--- src/rtl/mc_seq_pkg.sv ---
package mc_seq_pkg;

    localparam int SPD_W     = 2;
    localparam int MAX_SHIFT = 6;

    typedef enum logic [1:0] {
        SPD_10M  = 2'd0,
        SPD_100M = 2'd1,
        SPD_1G   = 2'd2,
        SPD_RSV  = 2'd3
    } speed_e;

    typedef enum logic [1:0] {
        ST_IDLE = 2'd0,
        ST_PICK = 2'd1,
        ST_WAIT = 2'd2
    } seq_state_e;

    // Left shift standing in for division by media speed
    function automatic logic [2:0] speed_shift(input logic [SPD_W-1:0] code);
        case (speed_e'(code))
            SPD_10M:  speed_shift = 3'd6;
            SPD_100M: speed_shift = 3'd3;
            default:  speed_shift = 3'd0;
        endcase
    endfunction

endpackage

--- src/rtl/mc_cong_weight.sv ---
module mc_cong_weight
    import mc_seq_pkg::*;
#(
    parameter int NPORT = 8,
    parameter int CNT_W = 10,
    parameter int WGT_W = CNT_W + MAX_SHIFT
) (
    input  logic [NPORT*CNT_W-1:0] q_count_i,
    input  logic [NPORT*SPD_W-1:0] speed_i,
    output logic [NPORT*WGT_W-1:0] wgt_o
);

    for (genvar g = 0; g < NPORT; g++) begin : g_port
        logic [WGT_W-1:0] cnt_ext;
        assign cnt_ext = WGT_W'(q_count_i[g*CNT_W +: CNT_W]);
        assign wgt_o[g*WGT_W +: WGT_W] = cnt_ext << speed_shift(speed_i[g*SPD_W +: SPD_W]);
    end

endmodule

--- src/rtl/mc_min_select.sv ---
module mc_min_select #(
    parameter int NPORT    = 8,
    parameter int WGT_W    = 16,
    parameter int CPU_PORT = NPORT - 1,
    parameter int PW       = $clog2(NPORT)
) (
    input  logic [NPORT-1:0]       rem_i,
    input  logic [NPORT*WGT_W-1:0] wgt_i,
    output logic                   any_o,
    output logic [PW-1:0]          port_o
);

    logic [NPORT-1:0] non_cpu;
    logic [NPORT-1:0] elig;
    logic [WGT_W-1:0] best_w;
    logic             found;

    always_comb begin
        non_cpu           = rem_i;
        non_cpu[CPU_PORT] = 1'b0;
        elig              = (|non_cpu) ? non_cpu : rem_i;
        found             = 1'b0;
        best_w            = '0;
        port_o            = '0;
        for (int i = 0; i < NPORT; i++) begin
            // strict compare keeps the lowest index on a tie
            if (elig[i] && (!found || wgt_i[i*WGT_W +: WGT_W] < best_w)) begin
                found  = 1'b1;
                best_w = wgt_i[i*WGT_W +: WGT_W];
                port_o = PW'(i);
            end
        end
    end

    assign any_o = |rem_i;

endmodule

--- src/rtl/mc_seq_ctrl.sv ---
module mc_seq_ctrl
    import mc_seq_pkg::*;
#(
    parameter int NPORT = 8,
    parameter int PW    = $clog2(NPORT)
) (
    input  logic             clk,
    input  logic             rst,
    input  logic             start_i,
    input  logic [NPORT-1:0] mask_i,
    input  logic             tx_done_i,
    input  logic             any_i,
    input  logic [PW-1:0]    pick_i,
    output logic [NPORT-1:0] rem_o,
    output logic             sel_valid_o,
    output logic [PW-1:0]    sel_port_o,
    output logic             busy_o,
    output logic             done_o
);

    seq_state_e state_q;

    always_ff @(posedge clk) begin
        if (rst) begin
            state_q     <= ST_IDLE;
            rem_o       <= '0;
            sel_valid_o <= 1'b0;
            sel_port_o  <= '0;
            done_o      <= 1'b0;
        end else begin
            case (state_q)
                ST_IDLE: begin
                    if (start_i) begin
                        rem_o   <= mask_i;
                        done_o  <= 1'b0;
                        state_q <= ST_PICK;
                    end
                end
                ST_PICK: begin
                    if (!any_i) begin
                        done_o  <= 1'b1;
                        state_q <= ST_IDLE;
                    end else begin
                        sel_port_o    <= pick_i;
                        sel_valid_o   <= 1'b1;
                        rem_o[pick_i] <= 1'b0;
                        state_q       <= ST_WAIT;
                    end
                end
                ST_WAIT: begin
                    if (tx_done_i) begin
                        sel_valid_o <= 1'b0;
                        state_q     <= ST_PICK;
                    end
                end
                default: state_q <= ST_IDLE;
            endcase
        end
    end

    assign busy_o = (state_q != ST_IDLE);

endmodule

--- src/rtl/mc_port_sequencer.sv ---
module mc_port_sequencer
    import mc_seq_pkg::*;
#(
    parameter int NPORT = 8,
    parameter int CNT_W = 10,
    localparam int PW    = $clog2(NPORT),
    localparam int WGT_W = CNT_W + MAX_SHIFT
) (
    input  logic                   clk,
    input  logic                   rst,
    input  logic                   start_i,
    input  logic [NPORT-1:0]       mask_i,
    input  logic [NPORT*CNT_W-1:0] q_count_i,
    input  logic [NPORT*SPD_W-1:0] speed_i,
    input  logic                   tx_done_i,
    output logic                   sel_valid_o,
    output logic [PW-1:0]          sel_port_o,
    output logic                   busy_o,
    output logic                   done_o
);

    logic [NPORT*WGT_W-1:0] wgt_w;
    logic [NPORT-1:0]       rem_w;
    logic                   any_w;
    logic [PW-1:0]          pick_w;

    mc_cong_weight #(.NPORT(NPORT), .CNT_W(CNT_W), .WGT_W(WGT_W)) weight_i (
        .q_count_i (q_count_i),
        .speed_i   (speed_i),
        .wgt_o     (wgt_w)
    );

    mc_min_select #(.NPORT(NPORT), .WGT_W(WGT_W), .CPU_PORT(NPORT-1), .PW(PW)) select_i (
        .rem_i  (rem_w),
        .wgt_i  (wgt_w),
        .any_o  (any_w),
        .port_o (pick_w)
    );

    mc_seq_ctrl #(.NPORT(NPORT), .PW(PW)) ctrl_i (
        .clk         (clk),
        .rst         (rst),
        .start_i     (start_i),
        .mask_i      (mask_i),
        .tx_done_i   (tx_done_i),
        .any_i       (any_w),
        .pick_i      (pick_w),
        .rem_o       (rem_w),
        .sel_valid_o (sel_valid_o),
        .sel_port_o  (sel_port_o),
        .busy_o      (busy_o),
        .done_o      (done_o)
    );

endmodule

--- config.mk ---
export PLATFORM = sky130hd
export DESIGN_NAME = mc_port_sequencer
export DESIGN_NICKNAME = d
export VERILOG_FILES = /design/src/rtl/mc_seq_pkg.sv /design/src/rtl/mc_cong_weight.sv /design/src/rtl/mc_min_select.sv /design/src/rtl/mc_seq_ctrl.sv /design/src/rtl/mc_port_sequencer.sv
export SDC_FILE = /design/constraint.sdc
export NUM_CORES = 1
export LEC_CHECK = 0
export BUFFER_PORTS_ARGS = -buffer_cell sky130_fd_sc_hd__clkbuf_2
export CORE_ASPECT_RATIO = 1.4
export CORE_MARGIN = 10
export CORE_UTILIZATION = 53
export CTS_BUF_LIST = sky130_fd_sc_hd__clkbuf_8
export DETAILED_ROUTE_END_ITERATION = 10
export PLACE_DENSITY = 0.81
export REMOVE_ABC_BUFFERS = 1
export SYNTH_ARGS = -nofsm -noshare
export SYNTH_HDL_FRONTEND = slang
export SYNTH_SLANG_ARGS = --single-unit
--- constraint.sdc ---
create_clock -name clk -period 16.8 [get_ports clk]
set_input_delay 2.52 -clock clk [delete_from_list [all_inputs] [get_ports clk]]
set_output_delay 2.52 -clock clk [all_outputs]
set_load 0.02 [all_outputs]
==> flow_summary.toml <==
[floorplan]
io_pins = 114
core_area_um2 = 10750
rows = 45
die_w_um = 108.3
start_util_pct = 53.79
fp.dieH_um = 143.6
dieArea_um2 = 15550

[global_routing]
antenna_found_initial = 0
grt_use_met2_pct = 40.25
met1_usage_pct = 22.67
grt_start_max_net_pins = 21
track_usage_pct = 21.84
busiest_layer = "met2"
grt_pass1_wl_mm = 28.50
first_global_vias = 6329
globalRouteMet3Util_pct = 3.720
grt_overflow = 0

[synth]
synth-adder-area-share_pct = 19.45
ys_ff_latch = 15
syn_inst = 806
synth_seq_area_share_pct = 5.191
ys_warn_count = 0
synth_top_family_by_area = "compound AO/OA/AOI/OAI gates"
yosys_most_used_dff = "dfxtp_1"
avgSynthCellArea_um2 = 7.177
async_reset_ff_share_pct = 0
yosys.area.top_type_share_pct = 19.25
yosysUniqueCellTypes = 77
synth_compound_area_share_pct = 30.07
synthMuxAreaShare_pct = 15.90
synth_edf_count = 0
synth-simple-area-share_pct = 22.37
synth_xor_area_share_pct = 0
syn_area_um2 = 5784
synth.largest_area_cell = "ha_1"
synth_area_leaders = "ha_1, mux2i_1, nor2_1"

[setup_path]
worst_ep_arrival_time_ps = 15950
setup.worst_path.class = "in -> reg"
critPathMaxStageDelay_ps = 520
rr_worst_depth = 60
crit_path_end_kind = "flop"
r2r_setup_slack_ps = 2760
cp-start-kind = "primary input"
cp_slowest_cell = "a221o_2"
crit_path_frequent_cell = "a21o_1"
critPathRequiredTime_ps = 16970
path_max_fanout = 18

[sta]
min_period_ps = 15790
hold_violations = 0
max_clock_freq_mhz = 63.34
setup_viol = 0
worst_pin_slew_ps = 801.3
slew_headroom_pct = 45.83
drv_slew = 0
fin_tns_setup_ps = 0
fin_worst_skew_ps = 2.895
whs_ps = 476.3
finalWorstSetupSlack_ps = 1011
period_share_pct = 93.98

[placed_design]
gp_congestion = 0.9913
dp_slack_ps = 205.3
dp_hpwl_mm = 15.30
port-buffer-count = 101
dp_cells = 1024

[cells_and_area]
nFillCells = 1007
layout_commonest_cell = "clkbuf_2"
final_nets = 1087
utilization_pct = 60.43
multiInputGateArea_um2 = 5102
final_cells = 1030
regArea_um2 = 300.3
most-common-layout-cells = "clkbuf_2, ha_1, nor2_1, nand2_1, mux2i_1"
drive_gt1_share_pct = 18.67
n_antenna_cell = 0
area_growth_pct = 12.35

[power_and_ir_drop]
switching_share_pct = 52.89
p_seq_share_pct = 8.2
p_sw_mw = 0.3198
pwr-share-comb_pct = 86.9
leakagePower_nw = 3.263
clockPowerShare_pct = 4.9
internal-power_mw = 0.2848
vdd_ir_drop_max_mv = 0.05256
power_density_nw_per_um2 = 93.03

[route]
drt_iter0_markers = 267
final_antenna_net_count = 0
vias = 6314
vias_per_cell = 6.130
routedWlPerCell_um = 17.10
dr.pass1.iters = 5
drc = 0
wl_mm = 17.62

[job]
drv_cap = 0

[clock_tree]
htree_levels = 1
clkSinkCount = 15
cts_made_buffers = 3
postCtsHoldBufs = 0
insertion_delay_ps = 250
clk_pin_slew_worst_paths_ps = 60
root_buffer = "clkbuf_8"
cts.path.max_buffers = 2
cts_tree = "yes"

[status]
status = "finished, final reports clean"

[hold_path]
holdPathStages = 2
hold_class = "reg -> reg"
-- cell usage after synthesis (6+ instances only) --
cell type  count
ha_1          89
nor2_1        89
nand2_1       82
mux2i_1       75
inv_1         61
a21oi_1       51
o21ai_0       42
a21o_1        32
clkbuf_1      29
a22o_1        19
nand4_1       17
nor2b_1       16
a211oi_1      15
dfxtp_1       15
mux2_2        15
and2_1        14
nor3_1        14
nand3_1       11
a31oi_1        9
o21a_1         7
a22oi_1        6
o211ai_1       6
-- power groups by stage --
| stage | combinational, mW | sequential [mW] | clock [mW] |
|---|---|---|---|
| after detailed placement | 0.512 | 0.0500 | 0 |
| after global placement | 0.502 | 0.0500 | 0 |
| final | 0.526 | 0.0493 | 0.0297 |
| after CTS | 0.515 | 0.0493 | 0.0301 |
| after global routing | 0.585 | 0.0507 | 0.0313 |
| after floorplan | 0.370 | 0.0500 | 0 |
-- flip-flops by register name, summed over array words and instances (netlist names) --
register / count
ctrl_i.rem_o: 8
ctrl_i.sel_port_o: 3
ctrl_i.state_q: 2
ctrl_i.done_o: 1
ctrl_i.sel_valid_o: 1
-- path summary, 6_finish.rpt --
kind | from | to
worst max-delay path | speed_i[2] | ctrl_i.rem_o[5]$_SDFFE_PP0P_
worst min-delay path | ctrl_i.done_o$_SDFFE_PP0P_ | ctrl_i.done_o$_SDFFE_PP0P_
worst max register to register | ctrl_i.rem_o[0]$_SDFFE_PP0P_ | ctrl_i.rem_o[5]$_SDFFE_PP0P_
worst min register to register | ctrl_i.done_o$_SDFFE_PP0P_ | ctrl_i.done_o$_SDFFE_PP0P_
-- per-layer routing --
metal  routed length (um)  part of all wire, %
met5                    0                    0
met3                 1126                  6.4
met4                  940                  5.3
met1                 6751                   38
met2                 8800                   50
-- critical path, delay by kind of cell --
family,cells,cell delay (ps)
AOI/OAI and AO/OA,38,8430
buffers and inverters,6,990
adders and majority gates,6,1810
muxes,3,810
and+or+nand+nor,9,1370
-- metrics by stage --
step                area (um2)  power, mW
floorplan                 5607     0.4200
global route              6499     0.6672
global placement          6409     0.5517
finish                    6499     0.6045
detailed placement        6409     0.5621
CTS                       6454     0.5943
-- cells by family after synthesis --
group / after synthesis
buf+inv: 100
simple gates: 274
fa+ha+maj: 90
flops: 15
compound gates: 237
mux: 90
-- final cells by class --
cell class,count,area share [%]
inverter,61,3.523
clock inverter,1,0.05776
sequential,15,4.621
timing repair buffer,118,9.935
clock buffer,3,0.6353
tap,141,2.715
multi-input combinational,691,78.51
-- what timing repair did --
action,CTS,global route
endpoints found under the setup margin,0,10
hold endpoints to repair,0,0
gates resized for setup,0,9
buffers inserted,0,2
Power figures use the tool's default switching activity.
